**src/rtl/otgx_pkg.sv**
```systemverilog
package otgx_pkg;

    typedef enum logic [1:0] {
        MODE_USB   = 2'd0,
        MODE_UART  = 2'd1,
        MODE_I2C   = 2'd2,
        MODE_AUDIO = 2'd3
    } mode_e;

    typedef enum logic [2:0] {
        ST_RESET = 3'd0,
        ST_USB   = 3'd1,
        ST_UART  = 3'd2,
        ST_I2C   = 3'd3,
        ST_AUDIO = 3'd4
    } state_e;

    typedef struct packed {
        logic usb_se0_enc;
        logic dig_dp_oe;
        logic dig_dm_oe;
        logic rcv_oe;
        logic line_dp_oe;
        logic line_dm_oe;
        logic dp_open_drain;
        logic dp_pullup_en;
        logic pulls_release;
        logic vbus_block;
        logic slave_mute;
    } pad_ctl_t;

    localparam int UART_DIR_W  = 2;
    localparam int DIR_DP_BIT  = 1;
    localparam int DIR_DM_BIT  = 0;

endpackage

```
**src/rtl/otgx_mode_decode.sv**
```systemverilog
module otgx_mode_decode
    import otgx_pkg::*;
#(
    parameter int CTL2_W = 8
) (
    input  logic              uart_en,
    input  logic              passthru,
    input  logic              oe_hi,
    input  logic [CTL2_W-1:0] ctl2,
    output mode_e             mode_req
);
    localparam logic [CTL2_W-1:0] CTL2_IDLE = '0;

    always_comb begin
        if (uart_en)
            mode_req = MODE_UART;
        else if (passthru)
            mode_req = MODE_I2C;
        else if (oe_hi && (ctl2 == CTL2_IDLE))
            mode_req = MODE_AUDIO;
        else
            mode_req = MODE_USB;
    end
endmodule

```
**src/rtl/otgx_mode_fsm.sv**
```systemverilog
module otgx_mode_fsm
    import otgx_pkg::*;
(
    input  logic  clk,
    input  logic  rst_n,
    input  mode_e mode_req,
    output mode_e mode_cur
);
    state_e state_q;
    state_e state_d;

    function automatic state_e to_state(input mode_e m);
        state_e s;
        unique case (m)
            MODE_USB:   s = ST_USB;
            MODE_UART:  s = ST_UART;
            MODE_I2C:   s = ST_I2C;
            MODE_AUDIO: s = ST_AUDIO;
            default:    s = ST_USB;
        endcase
        return s;
    endfunction

    always_ff @(posedge clk or negedge rst_n) begin
        if (!rst_n)
            state_q <= ST_RESET;
        else
            state_q <= state_d;
    end

    always_comb begin
        state_d = state_q;
        unique case (state_q)
            ST_RESET: state_d = to_state(mode_req);
            ST_USB:   state_d = to_state(mode_req);
            ST_UART:  state_d = to_state(mode_req);
            ST_I2C:   state_d = to_state(mode_req);
            ST_AUDIO: state_d = to_state(mode_req);
            default:  state_d = ST_RESET;
        endcase
    end

    always_comb begin
        unique case (state_q)
            ST_UART:  mode_cur = MODE_UART;
            ST_I2C:   mode_cur = MODE_I2C;
            ST_AUDIO: mode_cur = MODE_AUDIO;
            default:  mode_cur = MODE_USB;
        endcase
    end

    a_r1_leaves_reset: assert property (@(posedge clk) disable iff (!rst_n)
        (state_q == ST_RESET) |=> (state_q != ST_RESET));
endmodule

```
**src/rtl/otgx_pad_steer.sv**
```systemverilog
module otgx_pad_steer
    import otgx_pkg::*;
(
    input  mode_e                 mode_req,
    input  logic                  dat_se0,
    input  logic                  bidi,
    input  logic [UART_DIR_W-1:0] uart_dir,
    input  logic                  oe_hi,
    output pad_ctl_t              pads
);
    always_comb begin
        pads = '0;
        unique case (mode_req)
            MODE_USB: begin
                pads.usb_se0_enc = dat_se0;
                pads.line_dp_oe  = !oe_hi;
                pads.line_dm_oe  = !oe_hi;
                pads.dig_dp_oe   = bidi && oe_hi;
                pads.dig_dm_oe   = bidi && oe_hi;
                pads.rcv_oe      = !dat_se0 && oe_hi;
            end
            MODE_UART: begin
                pads.dig_dp_oe  = uart_dir[DIR_DP_BIT];
                pads.line_dp_oe = !uart_dir[DIR_DP_BIT];
                pads.dig_dm_oe  = uart_dir[DIR_DM_BIT];
                pads.line_dm_oe = !uart_dir[DIR_DM_BIT];
            end
            MODE_I2C: begin
                pads.slave_mute    = 1'b1;
                pads.dp_open_drain = !oe_hi;
                pads.dp_pullup_en  = !oe_hi;
                pads.line_dp_oe    = !oe_hi;
                pads.line_dm_oe    = !oe_hi;
            end
            MODE_AUDIO: begin
                pads.pulls_release = 1'b1;
                pads.vbus_block    = 1'b1;
            end
            default: pads = '0;
        endcase
    end
endmodule

```
**src/rtl/otgx_pad_ctrl.sv**
```systemverilog
module otgx_pad_ctrl
    import otgx_pkg::*;
#(
    parameter int CTL2_W = 8
) (
    input  logic              clk,
    input  logic              rst_n,
    input  logic              cfg_speed,
    input  logic              cfg_suspend,
    input  logic              cfg_dat_se0,
    input  logic              cfg_passthru,
    input  logic              cfg_uart_en,
    input  logic              cfg_bidi,
    input  logic [1:0]        cfg_uart_dir,
    input  logic [CTL2_W-1:0] cfg_ctl2,
    input  logic              pin_speed,
    input  logic              pin_suspend,
    input  logic              pin_oe_hi,
    output logic [1:0]        mode_code,
    output logic              full_speed,
    output logic              power_down,
    output logic              usb_se0_enc,
    output logic              dig_dp_oe,
    output logic              dig_dm_oe,
    output logic              rcv_oe,
    output logic              line_dp_oe,
    output logic              line_dm_oe,
    output logic              dp_open_drain,
    output logic              dp_pullup_en,
    output logic              pulls_release,
    output logic              vbus_block,
    output logic              slave_mute
);
    mode_e    mode_req;
    mode_e    mode_cur;
    pad_ctl_t pads_d;
    pad_ctl_t pads_q;
    logic     fs_q;
    logic     pd_q;
    logic     live_q;

    otgx_mode_decode #(.CTL2_W(CTL2_W)) u_dec (
        .uart_en  (cfg_uart_en),
        .passthru (cfg_passthru),
        .oe_hi    (pin_oe_hi),
        .ctl2     (cfg_ctl2),
        .mode_req (mode_req)
    );

    otgx_mode_fsm u_fsm (
        .clk      (clk),
        .rst_n    (rst_n),
        .mode_req (mode_req),
        .mode_cur (mode_cur)
    );

    otgx_pad_steer u_steer (
        .mode_req (mode_req),
        .dat_se0  (cfg_dat_se0),
        .bidi     (cfg_bidi),
        .uart_dir (cfg_uart_dir),
        .oe_hi    (pin_oe_hi),
        .pads     (pads_d)
    );

    always_ff @(posedge clk or negedge rst_n) begin
        if (!rst_n) begin
            pads_q <= '0;
            fs_q   <= 1'b0;
            pd_q   <= 1'b0;
            live_q <= 1'b0;
        end else begin
            pads_q <= pads_d;
            fs_q   <= cfg_speed && pin_speed;
            pd_q   <= cfg_suspend || pin_suspend;
            live_q <= 1'b1;
        end
    end

    assign mode_code     = mode_cur;
    assign full_speed    = fs_q;
    assign power_down    = pd_q;
    assign usb_se0_enc   = pads_q.usb_se0_enc;
    assign dig_dp_oe     = pads_q.dig_dp_oe;
    assign dig_dm_oe     = pads_q.dig_dm_oe;
    assign rcv_oe        = pads_q.rcv_oe;
    assign line_dp_oe    = pads_q.line_dp_oe;
    assign line_dm_oe    = pads_q.line_dm_oe;
    assign dp_open_drain = pads_q.dp_open_drain;
    assign dp_pullup_en  = pads_q.dp_pullup_en;
    assign pulls_release = pads_q.pulls_release;
    assign vbus_block    = pads_q.vbus_block;
    assign slave_mute    = pads_q.slave_mute;

    a_r1_first_cycle_idle: assert property (@(posedge clk) disable iff (!rst_n)
        !live_q |-> (pads_q == '0) && (mode_code == 2'd0));

    a_r4_audio_quiet: assert property (@(posedge clk) disable iff (!rst_n)
        (mode_code == MODE_AUDIO) |-> (!line_dp_oe && !line_dm_oe && !dig_dp_oe
            && !dig_dm_oe && !rcv_oe && vbus_block && pulls_release));

    a_r5_speed_and: assert property (@(posedge clk) disable iff (!rst_n || !live_q)
        full_speed == $past(cfg_speed && pin_speed));

    a_r6_power_or: assert property (@(posedge clk) disable iff (!rst_n || !live_q)
        power_down == $past(cfg_suspend || pin_suspend));

    a_r10_uart_no_contention: assert property (@(posedge clk) disable iff (!rst_n)
        (mode_code == MODE_UART) |-> ((line_dp_oe != dig_dp_oe) && (line_dm_oe != dig_dm_oe)));

    a_r11_i2c_mute: assert property (@(posedge clk) disable iff (!rst_n)
        (mode_code == MODE_I2C) |-> (slave_mute && !rcv_oe && !dig_dp_oe));

    a_r3_uart_wins: assert property (@(posedge clk) disable iff (!rst_n)
        cfg_uart_en |=> (mode_code == MODE_UART));
endmodule

```
**config.mk**
```make
export PLATFORM = sky130hd
export DESIGN_NAME = otgx_pad_ctrl
export DESIGN_NICKNAME = d
export VERILOG_FILES = /design/src/rtl/otgx_pkg.sv /design/src/rtl/otgx_mode_decode.sv /design/src/rtl/otgx_mode_fsm.sv /design/src/rtl/otgx_pad_steer.sv /design/src/rtl/otgx_pad_ctrl.sv
export SDC_FILE = /design/constraint.sdc
export NUM_CORES = 1
export LEC_CHECK = 0
export BUFFER_PORTS_ARGS = -buffer_cell sky130_fd_sc_hd__buf_2
export CAP_MARGIN = 10
export CORE_MARGIN = 2
export CORE_UTILIZATION = 30
export DETAILED_ROUTE_END_ITERATION = 7
export GPL_TIMING_DRIVEN = 1
export SKIP_LAST_GASP = 1
export SYNTH_ARGS = -nofsm -noshare
export SYNTH_HDL_FRONTEND = slang
export SYNTH_SLANG_ARGS = --single-unit
export TNS_END_PERCENT = 30
```
**constraint.sdc**
```tcl
create_clock -name clk -period 1.4 [get_ports clk]
set_input_delay 0.07 -clock clk [delete_from_list [all_inputs] [get_ports clk]]
set_output_delay 0.07 -clock clk [all_outputs]
set_load 0.01 [all_outputs]
```
==> results.txt, run 1 <==
- The run finished with clean final reports.
* Synthesized area per cell: 12.0 µm²
- In this run the standard cell core region covers 0.00190 mm².
- The worst setup path is captured at an output port.
* Horiz. Die Dim: 48.3 µm
- The share of synthesized area in the top cell type comes to 59.4%.
- Worst Hold Margin: 0.00845 ns
- Global-route layer with the greatest usage: met2
- Launch point of the worst hold path: cfg_speed
- Max-cap violations in this run came to 0.
- Peak Freq: 887 MHz
- Register-to-Register Setup Slack: 0.49 ns
- Die footprint: 0.00233 mm²
- The placed instances occupy a cell area of 779 µm².
* IR drop worst, VDD: 0.327 mV
- Dominant synthesized flop cell: sky130_fd_sc_hd__dfrtp_1
- The design draws 837 µW.
- For met1 alone, demand over resource in global routing was 14.3%.
* Top post-synthesis cells by count: sky130_fd_sc_hd__dfrtp_1, sky130_fd_sc_hd__nand2_1, sky130_fd_sc_hd__nor2_1
* Cell with the most instances after synthesis: sky130_fd_sc_hd__dfrtp_1
- TritonCTS built the clock tree.
- After detailed routing, the total wire length is 1190 µm.
- In the final layout, the share of cells above drive strength 1 is 48.9%.
* Critical Path RT: 1.33 ns
- The root buffer cell chosen for the clock tree is sky130_fd_sc_hd__clkbuf_4.
- The worst setup path is launched from a flop.
- Static leakage: 0.445 nW
* Count of antenna diodes in the layout: 0
- Final TNS setup: 0 ns
* Part of the cycle the worst path needs: 80.5%
- The net count of the finished layout is 114.
- Async SR Flop Fraction: 100%
- Height of the die: 48.3 µm
- At the pin with the least slew margin, the transition time is 0.306 ns.
* EDFF count, synth: 0
- Detail Route Antenna Nets: 0
- Number of instances on the worst hold path: 2
- Dividing the detail-routed via count by the number of cells gives 4.26.
- Setup violations remaining at the end of the flow were counted as 0.
- Global routing used 19.0% of the available met2 tracks.
- Via count of the first global-routing pass: 508
- Depth of the worst register-to-register path: 3
- The initial utilization of the core area, before any placement, comes to 31.0%.
* Final worst clock skew: 0.000390 ns
- In this run the number of H-tree levels came out at 1.
- In this run the power density over the cells is 945 mW/mm².
- After synthesis the cells add up to 589 µm².
- Arrival time reported for the critical path endpoint: 1.06 ns
* Count of pins over their slew limit: 0
- OpenSTA, run right after detailed placement, puts the worst setup slack at 0.357 ns.
- Counting the buffers created by CTS gives 3.
- Remaining global-route overflow: 0
- Setup slack after layout: 0.273 ns
* Worst min path class: in2reg
- Along the worst path, the maximum fanout reaches 4.
- The final number of hold-violating endpoints is 0.
- After routing the design area is 886 µm².
- Critical register-to-register path startpoint: u_fsm.state_q[1]$_DFF_PN0_
- Clock net sink count: 14
- Total global routing track utilization: 12.1%
- Total iterations of the first detailed-routing run: 2
* Initial detailed-routing violation count: 3
* Main area contributors after synthesis: sky130_fd_sc_hd__dfrtp_1, sky130_fd_sc_hd__nor4_4, sky130_fd_sc_hd__nand2_1, sky130_fd_sc_hd__nor2_1, sky130_fd_sc_hd__nor2b_1
* Total via count in the routed design: 507
- Final min period: 1.13 ns
* Unrepaired setup endpoints after global routing: false
- The first global-routing pass estimated 2130 µm of wire.
- In the global route stage, met3 resource usage came out at 4.32%.
* Wire length per cell after detailed routing: 10.0 µm
- Syn. warnings: 0
- Classification of the worst setup path: reg2out
* R2r endpoint: u_fsm.state_q[0]$_DFF_PN0_
- For this run, the register share of the synthesized area comes to 59.4%.
* Gate count after technology mapping: 49
* Distinct cell type count after synthesis: 20
* Latest clock arrival within the worst-skew pair: 0.27 ns
- After detailed routing, the number of remaining DRC violations is 0.
* Number of antenna violations at the first check in global routing: 0
- Routability-driven placement finished with a final weighted congestion of 0.638.
* Net Count, Synth: 70
- Clock-pin slew was measured on the worst setup and hold paths at 0.08 ns.
- Row count: 16
* I/O pin cnt: 36
* Worst hold path endpoint: full_speed$_DFF_PN0_
* Maximum number of pins on one net before global-route repair: 15
- Critical path origin: u_fsm.state_q[1]$_DFF_PN0_
* Cell type with the highest aggregate area in the netlist: sky130_fd_sc_hd__dfrtp_1
- Area growth from synthesis to layout: 50.3%
- In this run the deepest clock path goes through 2 buffers.
* Slew Limit Headroom: 79.6%
- After synthesis the netlist holds a flip-flop and latch count of 14.
- The count of buffers added on input and output ports is 35.
[routing by layer]
metal / vias up / routed length [µm]
li1: 251 / -
met1: 223 / 510
met2: 31 / 541
met3: 2 / 126
met4: 0 / 16
met5: - / 0
[power by group]
part | switching (mW) | total [mW] | internal (mW)
registers | 0.00660 | 0.429 | 0.422
logic | 0.0603 | 0.123 | 0.0629
clock network | 0.127 | 0.285 | 0.158
total | 0.194 | 0.837 | 0.643
[final cells by class]
class                           count  area, µm²
Fill cell                         193       1020
Clock buffer                        4       36.3
Multi-Input combinational cell     32        220
Tap cell                           27       33.8
Sequential cell                    14        350
Timing Repair Buffer               42        245
[placed cells by master, fill, tap and decap left out]
cell type | netlist | routed
sky130_fd_sc_hd__and2_1 | 1 | 1
sky130_fd_sc_hd__dfrtp_1 | 14 | 14
sky130_fd_sc_hd__nand2_1 | 6 | 6
sky130_fd_sc_hd__nor3_1 | 1 | 1
sky130_fd_sc_hd__nand4bb_1 | 1 | 1
sky130_fd_sc_hd__clkbuf_4 | 0 | 3
sky130_fd_sc_hd__dlygate4sd3_1 | 0 | 7
sky130_fd_sc_hd__nor4_2 | 1 | 1
sky130_fd_sc_hd__xnor2_1 | 1 | 1
sky130_fd_sc_hd__clkbuf_8 | 0 | 1
sky130_fd_sc_hd__or2_2 | 1 | 1
sky130_fd_sc_hd__nand3_2 | 1 | 1
sky130_fd_sc_hd__o21a_1 | 2 | 2
sky130_fd_sc_hd__nor4_4 | 2 | 2
sky130_fd_sc_hd__buf_2 | 0 | 35
sky130_fd_sc_hd__a21oi_1 | 3 | 3
sky130_fd_sc_hd__nor2_1 | 5 | 5
sky130_fd_sc_hd__a21o_2 | 1 | 1
sky130_fd_sc_hd__and3_1 | 1 | 1
sky130_fd_sc_hd__o21ai_0 | 1 | 1
sky130_fd_sc_hd__nand3b_1 | 1 | 1
sky130_fd_sc_hd__nor2b_1 | 3 | 3
[registers in the layout (all words and copies together) (netlist names)]
signal / count
line_dp_oe: 1
rcv_oe: 1
u_fsm.state_q: 3
full_speed: 1
slave_mute: 1
dig_dp_oe: 1
power_down: 1
pulls_release: 1
dig_dm_oe: 1
dp_open_drain: 1
usb_se0_enc: 1
line_dm_oe: 1
[worst max-delay path by stage]
stage,slack [ns],endpoint,cells past startpoint
finish,0.27,mode_code[1],4
global route,0.16,mode_code[1],4
CTS,0.05,power_down$_DFF_PN0_,4
detailed placement,0.36,u_fsm.state_q[2]$_DFF_PN0_,4
global placement,0.43,usb_se0_enc$_DFF_PN0_,4
floorplan,0.54,u_fsm.state_q[0]$_DFF_PN0_,3
[cells by family (layout without fill, tap and decap cells)]
group                  Yosys count  count (layout)  synth area share, %
AO/OA/AOI/OAI                    7               7                 7.43
AND/OR/NAND/NOR                 24              24                 28.5
flip-flops                      14              14                 59.4
XOR/XNOR                         1               1                 1.49
buffers and inverters            3              46                 3.18
[worst max-delay path: stages, from the launching register on]
cell and delay [ns]:
sky130_fd_sc_hd__dfrtp_1 0.42, sky130_fd_sc_hd__nor2_1 0.11, sky130_fd_sc_hd__nand2_1 0.05, sky130_fd_sc_hd__o21ai_0 0.06, sky130_fd_sc_hd__buf_2 0.15
[what timing repair did]
| item | in CTS | in global routing |
|---|---|---|
| setup buffers | 0 | 0 |
| setup endpoints to repair | 0 | 1 |
| hold endpoints to repair | 19 | 1 |
| resized for setup | 0 | 0 |
| hold buffers | 7 | 1 |
[per-stage QoR]
| step | utilization (%) | instances |
|---|---|---|
| 2_1_floorplan | - | 49 |
| 3_3_place_gp | 41.0 | 108 |
| 3_5_place_dp | 41.0 | 108 |
| 4_1_cts | 46.6 | 119 |
| 5_1_grt | 46.6 | 119 |
| 6_report | 46.6 | 119 |
Power figures use the tool's default switching activity.
==> run 2: changes to the inputs <==
- ABC_AREA: default -> 1
- clock period: 1.4 -> 1 ns (I/O delays scaled with it)
==> run 2 against run 1 <==
  * The run now ends with setup timing left
  * Area after synthesis rose by 1.9%
  * Register-to-register slack got worse by 0.44 ns
  * Non-clock buffer count did not move
  * Routed wire length rose by 4.0%
  * Via count rose by 6.1%
  * First-iteration DRC count rose by 33%
  * Critical path depth did not move
  * Utilization fell by 1.0 points
  * Hold slack improved by 0.0051 ns
  * Combinational power rose by 40%
  * Critical endpoint is now mode_code[0]
  * Largest power group unchanged
==> results.txt, run 2 <==
- The synthesized instance count is 65 (+33%).
* Async SR Flop Fraction: 100% (unchanged)
* Classification of the worst setup path: reg2out
* Remaining global-route overflow: 0 (unchanged)
- The total global-route track usage came to 11.9% (-0.15 points).
* Distinct cell type count after synthesis: 14 (-30%)
- After layout, the worst path uses 113% of the clock period.
- The worst-case headroom to the max-slew limit is 79.7% (+0.094 points).
* Number of buffers added by the clock tree synthesis step: 3 (unchanged)
- The average routed wire per standard cell came to 9.27 µm (-7.6%).
- Most common library cell in the layout ignoring fill and taps: sky130_fd_sc_hd__buf_2
- Latest clock arrival within the worst-skew pair: 0.26 ns (about the same)
- Synthesized area per cell: 9.24 µm² (-23%)
* Worst hold path endpoint: usb_se0_enc$_DFF_PN0_
- HPWL after detailed placement: 929 µm
- Max-cap violations: 0 (unchanged)
* Type of element launching the critical path: flop
- Maximum count of clock buffers along a single path: 2 (unchanged)
- Setup slack after layout: -0.130 ns (-0.403 ns)
- Count of pins over their slew limit: 0 (unchanged)
* Static leakage: 0.510 nW (+15%)
* R2r endpoint: u_fsm.state_q[0]$_DFF_PN0_
- The H-tree depth came to 1 (unchanged).
- Peak Freq: 885 MHz
- Yosys reg bits: 14 (unchanged)
- The slew of the pin with the lowest slew margin is 0.305 ns (-0.00141 ns).
* Initial detailed-routing violation count: 4 (+1)
- The worst reg-to-reg path cell count is 4 (+1).
* Dominant synthesized flop cell: sky130_fd_sc_hd__dfrtp_1
* Launch point of the worst hold path: cfg_dat_se0
* Maximum number of pins on one net before global-route repair: 15 (unchanged)
- Final count of negative-setup-slack endpoints: 2 (+2)
- The total number of placement rows came to 16 (unchanged).
* Cell type with the highest aggregate area in the netlist: sky130_fd_sc_hd__dfrtp_1
* Violated checks: setup timing
- The via density per instance is 4.01 (-5.8%).
* Via count of the first global-routing pass: 535 (+5.3%)
- Leaving out fill and tap cells, the most frequent cells in the layout are sky130_fd_sc_hd__buf_2, sky130_fd_sc_hd__nand2_1, sky130_fd_sc_hd__dfrtp_1.
- Net Count, Synth: 86 (+23%)
- The final wirelength came to 1240 µm (+4.0%).
* PD cells: 1210 mW/mm² (+28%)
* Total Power Consumption: 1.06 mW (+26%)
* IR drop worst, VDD: 0.376 mV (+15%)
- The path class of the tightest hold or removal check is in2reg.
- Clock net sink count: 14 (unchanged)
- In this run the clock root is driven by a sky130_fd_sc_hd__clkbuf_4.
- Fraction of final layout cells sized beyond drive strength 1: 43.0% (-5.9 points)
- The final weighted congestion in routability-driven placement came to 0.699 (+9.5%).
* Top reg by flops: u_fsm.state_q
- Critical register-to-register path startpoint: u_fsm.state_q[1]$_DFF_PN0_
* Area share of the leading cell type in the synthesized netlist: 58.3% (-1.1 points)
* Detail Route Antenna Nets: 0 (unchanged)
- Cell with the most instances after synthesis: sky130_fd_sc_hd__nand2_1
- The yosys synthesis warning count came to 0 (unchanged).
- Register-to-Register Setup Slack: 0.05 ns (-0.44 ns)
- Count of antenna diodes in the layout: 0 (unchanged)
- Setup repair after global routing could not meet its margin everywhere.
* Port-buffer cells: 35 (unchanged)
- The final core utilization came to 45.6% (-1.0 points).
- The largest driver fanout on the critical path came to 3 (-1).
* Flip-flop count of the largest register after layout: 3 (unchanged)
- Yosys attributes the largest share of cell area to sky130_fd_sc_hd__dfrtp_1, sky130_fd_sc_hd__nand2_1, sky130_fd_sc_hd__nor2_1, sky130_fd_sc_hd__inv_1, sky130_fd_sc_hd__nand3_2.
* Final-stage net count: 130 (+14%)
- The maximum clock skew at final layout is 0.0000581 ns (-0.000332 ns).
* Number of antenna violations at the first check in global routing: 0 (unchanged)
- The remaining design rule violation count is 0 (unchanged).
* Endpoint type of the worst setup path: output port
* Placeable core region: 0.00192 mm² (+1.1%)
* Area growth from synthesis to layout: 45.8%
- The effective utilization at floorplan came to 31.3% (+0.26 points).
- Arrival time reported for the critical path endpoint: 1.08 ns (+0.02 ns)
- EDFF count, synth: 0 (unchanged)
- Number of hold violations in the final report: 0 (unchanged)
- Register area share after synthesis: 58.3% (-1.1 points)
- The first-pass iteration count of the detailed router was 5 (+3).
- The clock-pin slew on the worst setup and hold paths is 0.07 ns (about the same).
* Die footprint: 0.00238 mm² (+1.7%)
- After layout, the minimum clock period comes to 1.13 ns.
* Top post-synthesis cells by count: sky130_fd_sc_hd__nand2_1, sky130_fd_sc_hd__dfrtp_1, sky130_fd_sc_hd__nor2_1
* I/O pin cnt: 36 (unchanged)
- The first-pass GRT wire length is 2160 µm (+1.3%).
* Critical Path RT: 0.95 ns (-0.38 ns)
- The flow ran to the end, but the final reports show violations.
- The area of placed instances was 783 µm² (+0.48%).
- The die span in y came to 48.7 µm (+0.87%).
- Total via count in the routed design: 538 (+6.1%)
- The cell area after layout is 876 µm² (-1.1%).
- Horiz. Die Dim: 48.7 µm (+0.87%)
- TritonCTS clock tree: yes
- The area of the mapped netlist is 601 µm² (+1.9%).
- The depth of the worst hold-timing path came to 3 (+1).
-- run 2: timing repair --
item	4_1_cts	5_1_grt
hold buffers	6	0
pin swaps	1	2
endpoints found under the setup margin	2	3
gates cloned	0	0
buffers inserted	1	0
endpoints found under the hold margin	17	0
gates resized for setup	1	1
-- run 2: worst max path at each step --
stage	end	slack [ns]	from
after CTS	mode_code[0]	-0.13	u_fsm.state_q[0]$_DFF_PN0_
after global routing	mode_code[0]	-0.21	u_fsm.state_q[1]$_DFF_PN0_
final	mode_code[0]	-0.13	u_fsm.state_q[1]$_DFF_PN0_
after floorplan	mode_code[0]	0.20	u_fsm.state_q[2]$_DFF_PN0_
after global placement	dig_dp_oe$_DFF_PN0_	0.18	cfg_ctl2[0]
after detailed placement	mode_code[0]	0.13	u_fsm.state_q[1]$_DFF_PN0_
-- run 2: layout make-up --
class / count / area [µm²]
clock buffer: 3 / 22.5
fill: 202 / 1050
inverter: 10 / 37.5
multi-input combinational: 38 / 189
sequential: 14 / 350
tap: 27 / 33.8
timing repair buffer: 42 / 243
-- run 2: stage by stage --
step | worst slack, ns | cells | TNS [ns] | hold slack [ns]
detailed placement | 0.134 | 124 | 0 | -0.0434
floorplan | 0.204 | 65 | 0 | -0.246
global placement | 0.180 | 124 | 0 | -0.0535
CTS | -0.134 | 134 | -0.239 | 0.00657
global route | -0.215 | 134 | -0.437 | 0.0233
finish | -0.130 | 134 | -0.237 | 0.0136
-- run 2: cell families (layout without fill, tap and decap cells) --
group | count (synthesis) | in the layout | share of synthesized area [%]
AO/OA/AOI/OAI | 3 | 3 | 2.50
buffers and inverters | 13 | 55 | 10.6
flip-flops | 14 | 14 | 58.3
AND/OR/NAND/NOR | 35 | 35 | 28.5
-- run 2: where the power goes --
| part | switching [mW] | internal [mW] |
|---|---|---|
| clock network | 0.148 | 0.139 |
| registers | 0.00827 | 0.591 |
| logic | 0.0878 | 0.0844 |
| total | 0.244 | 0.815 |
-- run 2: metal layers --
metal	global-route usage [%]	part of all wire (%)	vias up
li1	-	-	280
met1	13.9	40	228
met2	19.4	50	28
met3	2.47	8.5	2
met4	8.57	1.3	0
met5	0	0	-
-- run 2: critical path: stages, from the launching register on --
cell                      delay (ns)
sky130_fd_sc_hd__dfrtp_1        0.40
sky130_fd_sc_hd__nor2_2         0.13
sky130_fd_sc_hd__nand2_1        0.08
sky130_fd_sc_hd__o21ai_1        0.07
sky130_fd_sc_hd__buf_2          0.13
==> run 3: changes to the inputs <==
- SYNTH_HIERARCHICAL: default -> 1
==> run 3 against run 2 <==
  * The flow still finishes with violations (setup timing)
  * Global-route usage down 0.71 points
  * Final cell count grew 15%
  * Sequential share of layout area fell by 1.4 points
  * Maximum frequency is 1.6% lower
  * Routed wire length increased by 6.7%
  * Clock power is 44% higher
  * Non-clock buffer count up 4
  * Area after synthesis grew 20%
  * Clock skew barely moved
==> results.txt, run 3 <==
- Endpoint type of the worst setup path: output port
- Via count of the first global-routing pass: 575 (+7.5%)
* Maximum count of clock buffers along a single path: 2 (unchanged)
- Total global routing track utilization: 11.2% (-0.71 points)
- Horiz. Die Dim: 52.9 µm (+8.6%)
- Avg Vias per Cell: 3.98 (-0.86%)
* Port-buffer cells: 35 (unchanged)
* Detail Route Antenna Nets: 0 (unchanged)
- The data required time at the worst endpoint was 0.95 ns (about the same).
- HPWL after detailed placement: 1070 µm (+15%)
* CTS H-tree depth: 1 (unchanged)
* Highest-delay cell along the critical path: sky130_fd_sc_hd__dfrtp_1
- Total via count in the routed design: 613 (+14%)
- Final min period: 1.15 ns (+0.0186 ns)
- Final TNS setup: -0.273 ns (-0.0358 ns)
- The power density relative to cell area is 1300 mW/mm² (+7.4%).
- Weighted congestion reported at the end of routability-driven placement: 0.765 (+9.4%)
* Area share of the leading cell type in the synthesized netlist: 55.7% (-2.6 points)
- The first-pass GRT wire length is 2200 µm (+1.9%).
* Remaining global-route overflow: 0 (unchanged)
- Register area share after synthesis: 55.7% (-2.6 points)
* Number of antenna violations at the first check in global routing: 0 (unchanged)
* I/O pin cnt: 36 (unchanged)
- Traced cell by cell, the critical path runs through nor2_2 > nand2_1 > nand2_1 > buf_2.
* Synthesized area: 718 µm² (+20%)
- The worst path arrival time is 1.10 ns (+0.02 ns).
* Peak Freq: 871 MHz (-1.6%)
- The distinct cell type count of the synthesized netlist is 12 (-2).
- The placed cell count was 143 (+15%).
* Synthesized area per cell: 9.09 µm² (-1.6%)
* Type of element launching the critical path: flop
- Die footprint: 0.00280 mm² (+18%)
- The first-pass iteration count of the detailed router came to 4 (-1).
- In this design, the critical path's most frequently occurring cell is sky130_fd_sc_hd__nand2_1.
- The worst-case hold slack was 0.0238 ns (+0.0103 ns).
- Static leakage: 0.625 nW (+23%)
* Crit-path leading delay family: flip-flops
- Final count of negative-setup-slack endpoints: 2 (unchanged)
- Clock net sink count: 16 (+2)
* Worst min path class: in2reg
- Gate count after technology mapping: 79 (+22%)
- Wire length per cell after detailed routing: 8.60 µm (-7.2%)
* Final-stage net count: 151 (+16%)
- The number of resized instances in the post-cts repair step is 0 (-1).
- Top post-synthesis cells by count: sky130_fd_sc_hd__dfrtp_1, sky130_fd_sc_hd__inv_1, sky130_fd_sc_hd__nand2_1
- Async SR Flop Fraction: 100% (unchanged)
* Part of the cycle the worst path needs: 115% (+1.9 points)
- Main area contributors after synthesis: sky130_fd_sc_hd__dfrtp_1, sky130_fd_sc_hd__inv_1, sky130_fd_sc_hd__nand2_1, sky130_fd_sc_hd__nor2_1, sky130_fd_sc_hd__ha_1
- Yosys reg bits: 16 (+2)
- Final worst clock skew: 0.000169 ns (+0.000111 ns)
* Initial Util: 32.2% (+0.91 points)
* Max-cap violations: 0 (unchanged)
* Max stage delay on crit path: 0.39 ns (about the same)
- The remaining design rule violation count came to 0 (unchanged).
- The final-report max-slew violation count was 0 (unchanged).
- WL final: 1330 µm (+6.7%)
* Unrepaired setup endpoints after global routing: true
* Number of inserted filler cells in the final layout: 237 (+17%)
* Count of antenna diodes in the layout: 0 (unchanged)
- EDFF count, synth: 0 (unchanged)
- Placeable core region: 0.00223 mm² (+16%)
- The clock latency reported for the late side of the worst-skew pair was 0.28 ns (+0.02 ns).
- The iteration-0 DRC count of the detailed router came to 5 (+1).
- The power consumption was 1.34 mW (+27%).
- Classification of the worst setup path: reg2out
- The count of placed standard cells in the final layout, fillers left out came to 154 (+15%).
- The sum of buffers and inverters on the critical path is 1 (unchanged).
- The number of buffers created by CTS was 3 (unchanged).
- The die span in y was 52.9 µm (+8.6%).
- Leaving out fill and tap cells, the most frequent cell in the layout is sky130_fd_sc_hd__buf_2.
* Cell type with the highest aggregate area in the netlist: sky130_fd_sc_hd__dfrtp_1
- Flip-flop count of the largest register after layout: 3 (unchanged)
- Area growth from synthesis to layout: 44.3%
* Violated checks: setup timing
* Dominant synthesized flop cell: sky130_fd_sc_hd__dfrtp_1
* Slew Limit Headroom: 77.8% (-1.9 points)
* Clock transition at the registers of the reported paths: 0.09 ns (+0.02 ns)
- The share of layout cells above drive strength 1 was 41.3% (-1.7 points).
* Top reg by flops: u_fsm/state_q
- Setup slack after layout: -0.148 ns (-0.0186 ns)
- Syn. warnings: 6 (+6)
- The net count after synthesis was 103 (+20%).
* Cell with the most instances after synthesis: sky130_fd_sc_hd__dfrtp_1
- The pin count of the biggest net entering global routing was 17 (+2).
- In this run the clock root is driven by a sky130_fd_sc_hd__clkbuf_4.
- Leaving out fill and tap cells, the most frequent cells in the layout are sky130_fd_sc_hd__buf_2, sky130_fd_sc_hd__dfrtp_1, sky130_fd_sc_hd__nand2_1, sky130_fd_sc_hd__inv_1, sky130_fd_sc_hd__nor2_1.
- The total number of placement rows was 17 (+1).
* Number of hold violations in the final report: 0 (unchanged)
* TritonCTS clock tree: yes
* Worst-path fanout max: 2 (-1)
- The run finished, with violations left.
- Worst slew pin tran: 0.332 ns (+0.0279 ns)
- The worst IR drop on VDD came to 0.505 mV (+34%).
-- run 3: cell types whose count changed after synthesis, sizes merged --
cell	before	now
nand3b	0	4
o21ai	3	0
nor3	3	0
ha	0	3
nor2	12	17
inv	10	16
dfrtp	14	16
-- run 3: power by group --
| part | switching [mW] | total [mW] | leakage, nW | internal (mW) |
|---|---|---|---|---|
| sequential | 0.0120 | 0.695 | 0.205 | 0.683 |
| clock | 0.192 | 0.413 | 0.0210 | 0.221 |
| combinational | 0.118 | 0.237 | 0.399 | 0.119 |
| total | 0.322 | 1.34 | 0.625 | 1.02 |
-- run 3: layer usage --
layer / global-route usage (%) / part of all wire, % / vias to the layer above
li1: - / - / 324
met1: 11.7 / 42 / 261
met2: 19.8 / 49 / 24
met3: 1.69 / 6.2 / 4
met4: 8.97 / 3.2 / 0
met5: 0 / 0 / -
-- run 3: area by class of cell --
| type | instances | area, µm² | area share, % |
|---|---|---|---|
| Sequential cell | 16 | 400 | 38.6 |
| Multi-Input combinational cell | 44 | 231 | 22.3 |
| Tap cell | 28 | 35.0 | 3.38 |
| Timing Repair Buffer | 46 | 273 | 26.3 |
| Clock buffer | 4 | 36.3 | 3.50 |
| Inverter | 16 | 60.1 | 5.80 |
-- run 3: final timing paths --
| kind | cells past startpoint | to | slack (ns) | from |
|---|---|---|---|---|
| max | 4 | mode_code[1] | -0.15 | u_fsm/state_q[1]$_DFF_PN0_ |
| min | 3 | dig_dm_oe$_DFF_PN0_ | 0.02 | cfg_uart_dir[0] |
| max reg2reg | 3 | u_fsm/state_q[2]$_DFF_PN0_ | 0.24 | u_fsm/state_q[2]$_DFF_PN0_ |
| min reg2reg | 3 | u_fsm/state_q[1]$_DFF_PN0_ | 0.62 | u_fsm/state_q[1]$_DFF_PN0_ |
| max in group asynchronous | 2 | usb_se0_enc$_DFF_PN0_ | 0.56 | rst_n |
| min in group asynchronous | 2 | u_fsm/state_q[0]$_DFF_PN0_ | 0.20 | rst_n |
-- run 3: repair_timing --
item,CTS,global route
endpoints found under the hold margin,20,0
pin swaps,3,0
hold buffers,6,0
endpoints found under the setup margin,2,2
setup buffers,1,0
-- run 3: logic make-up (layout without fill, tap and decap cells) --
logic type    Yosys count  in the layout  synth area share, %
simple gates           41             41                 27.0
buf+inv                19             66                 12.0
flops                  16             16                 55.7
fa+ha+maj               3              3                 5.23
-- run 3: through the flow --
step | utilization (%) | setup slack [ns] | area, µm²
3_3_place_gp | 41.7 | -0.135 | 932
3_5_place_dp | 41.7 | -0.191 | 932
6_report | 46.4 | -0.148 | 1040
2_1_floorplan | - | -0.0605 | 718
5_1_grt | 46.4 | -0.220 | 1040
4_1_cts | 46.4 | -0.159 | 1040
-- run 3: worst min-delay path: stages --
cell and delay, ns:
sky130_fd_sc_hd__buf_2 0.09, sky130_fd_sc_hd__nand3_1 0.07, sky130_fd_sc_hd__nand2_1 0.06
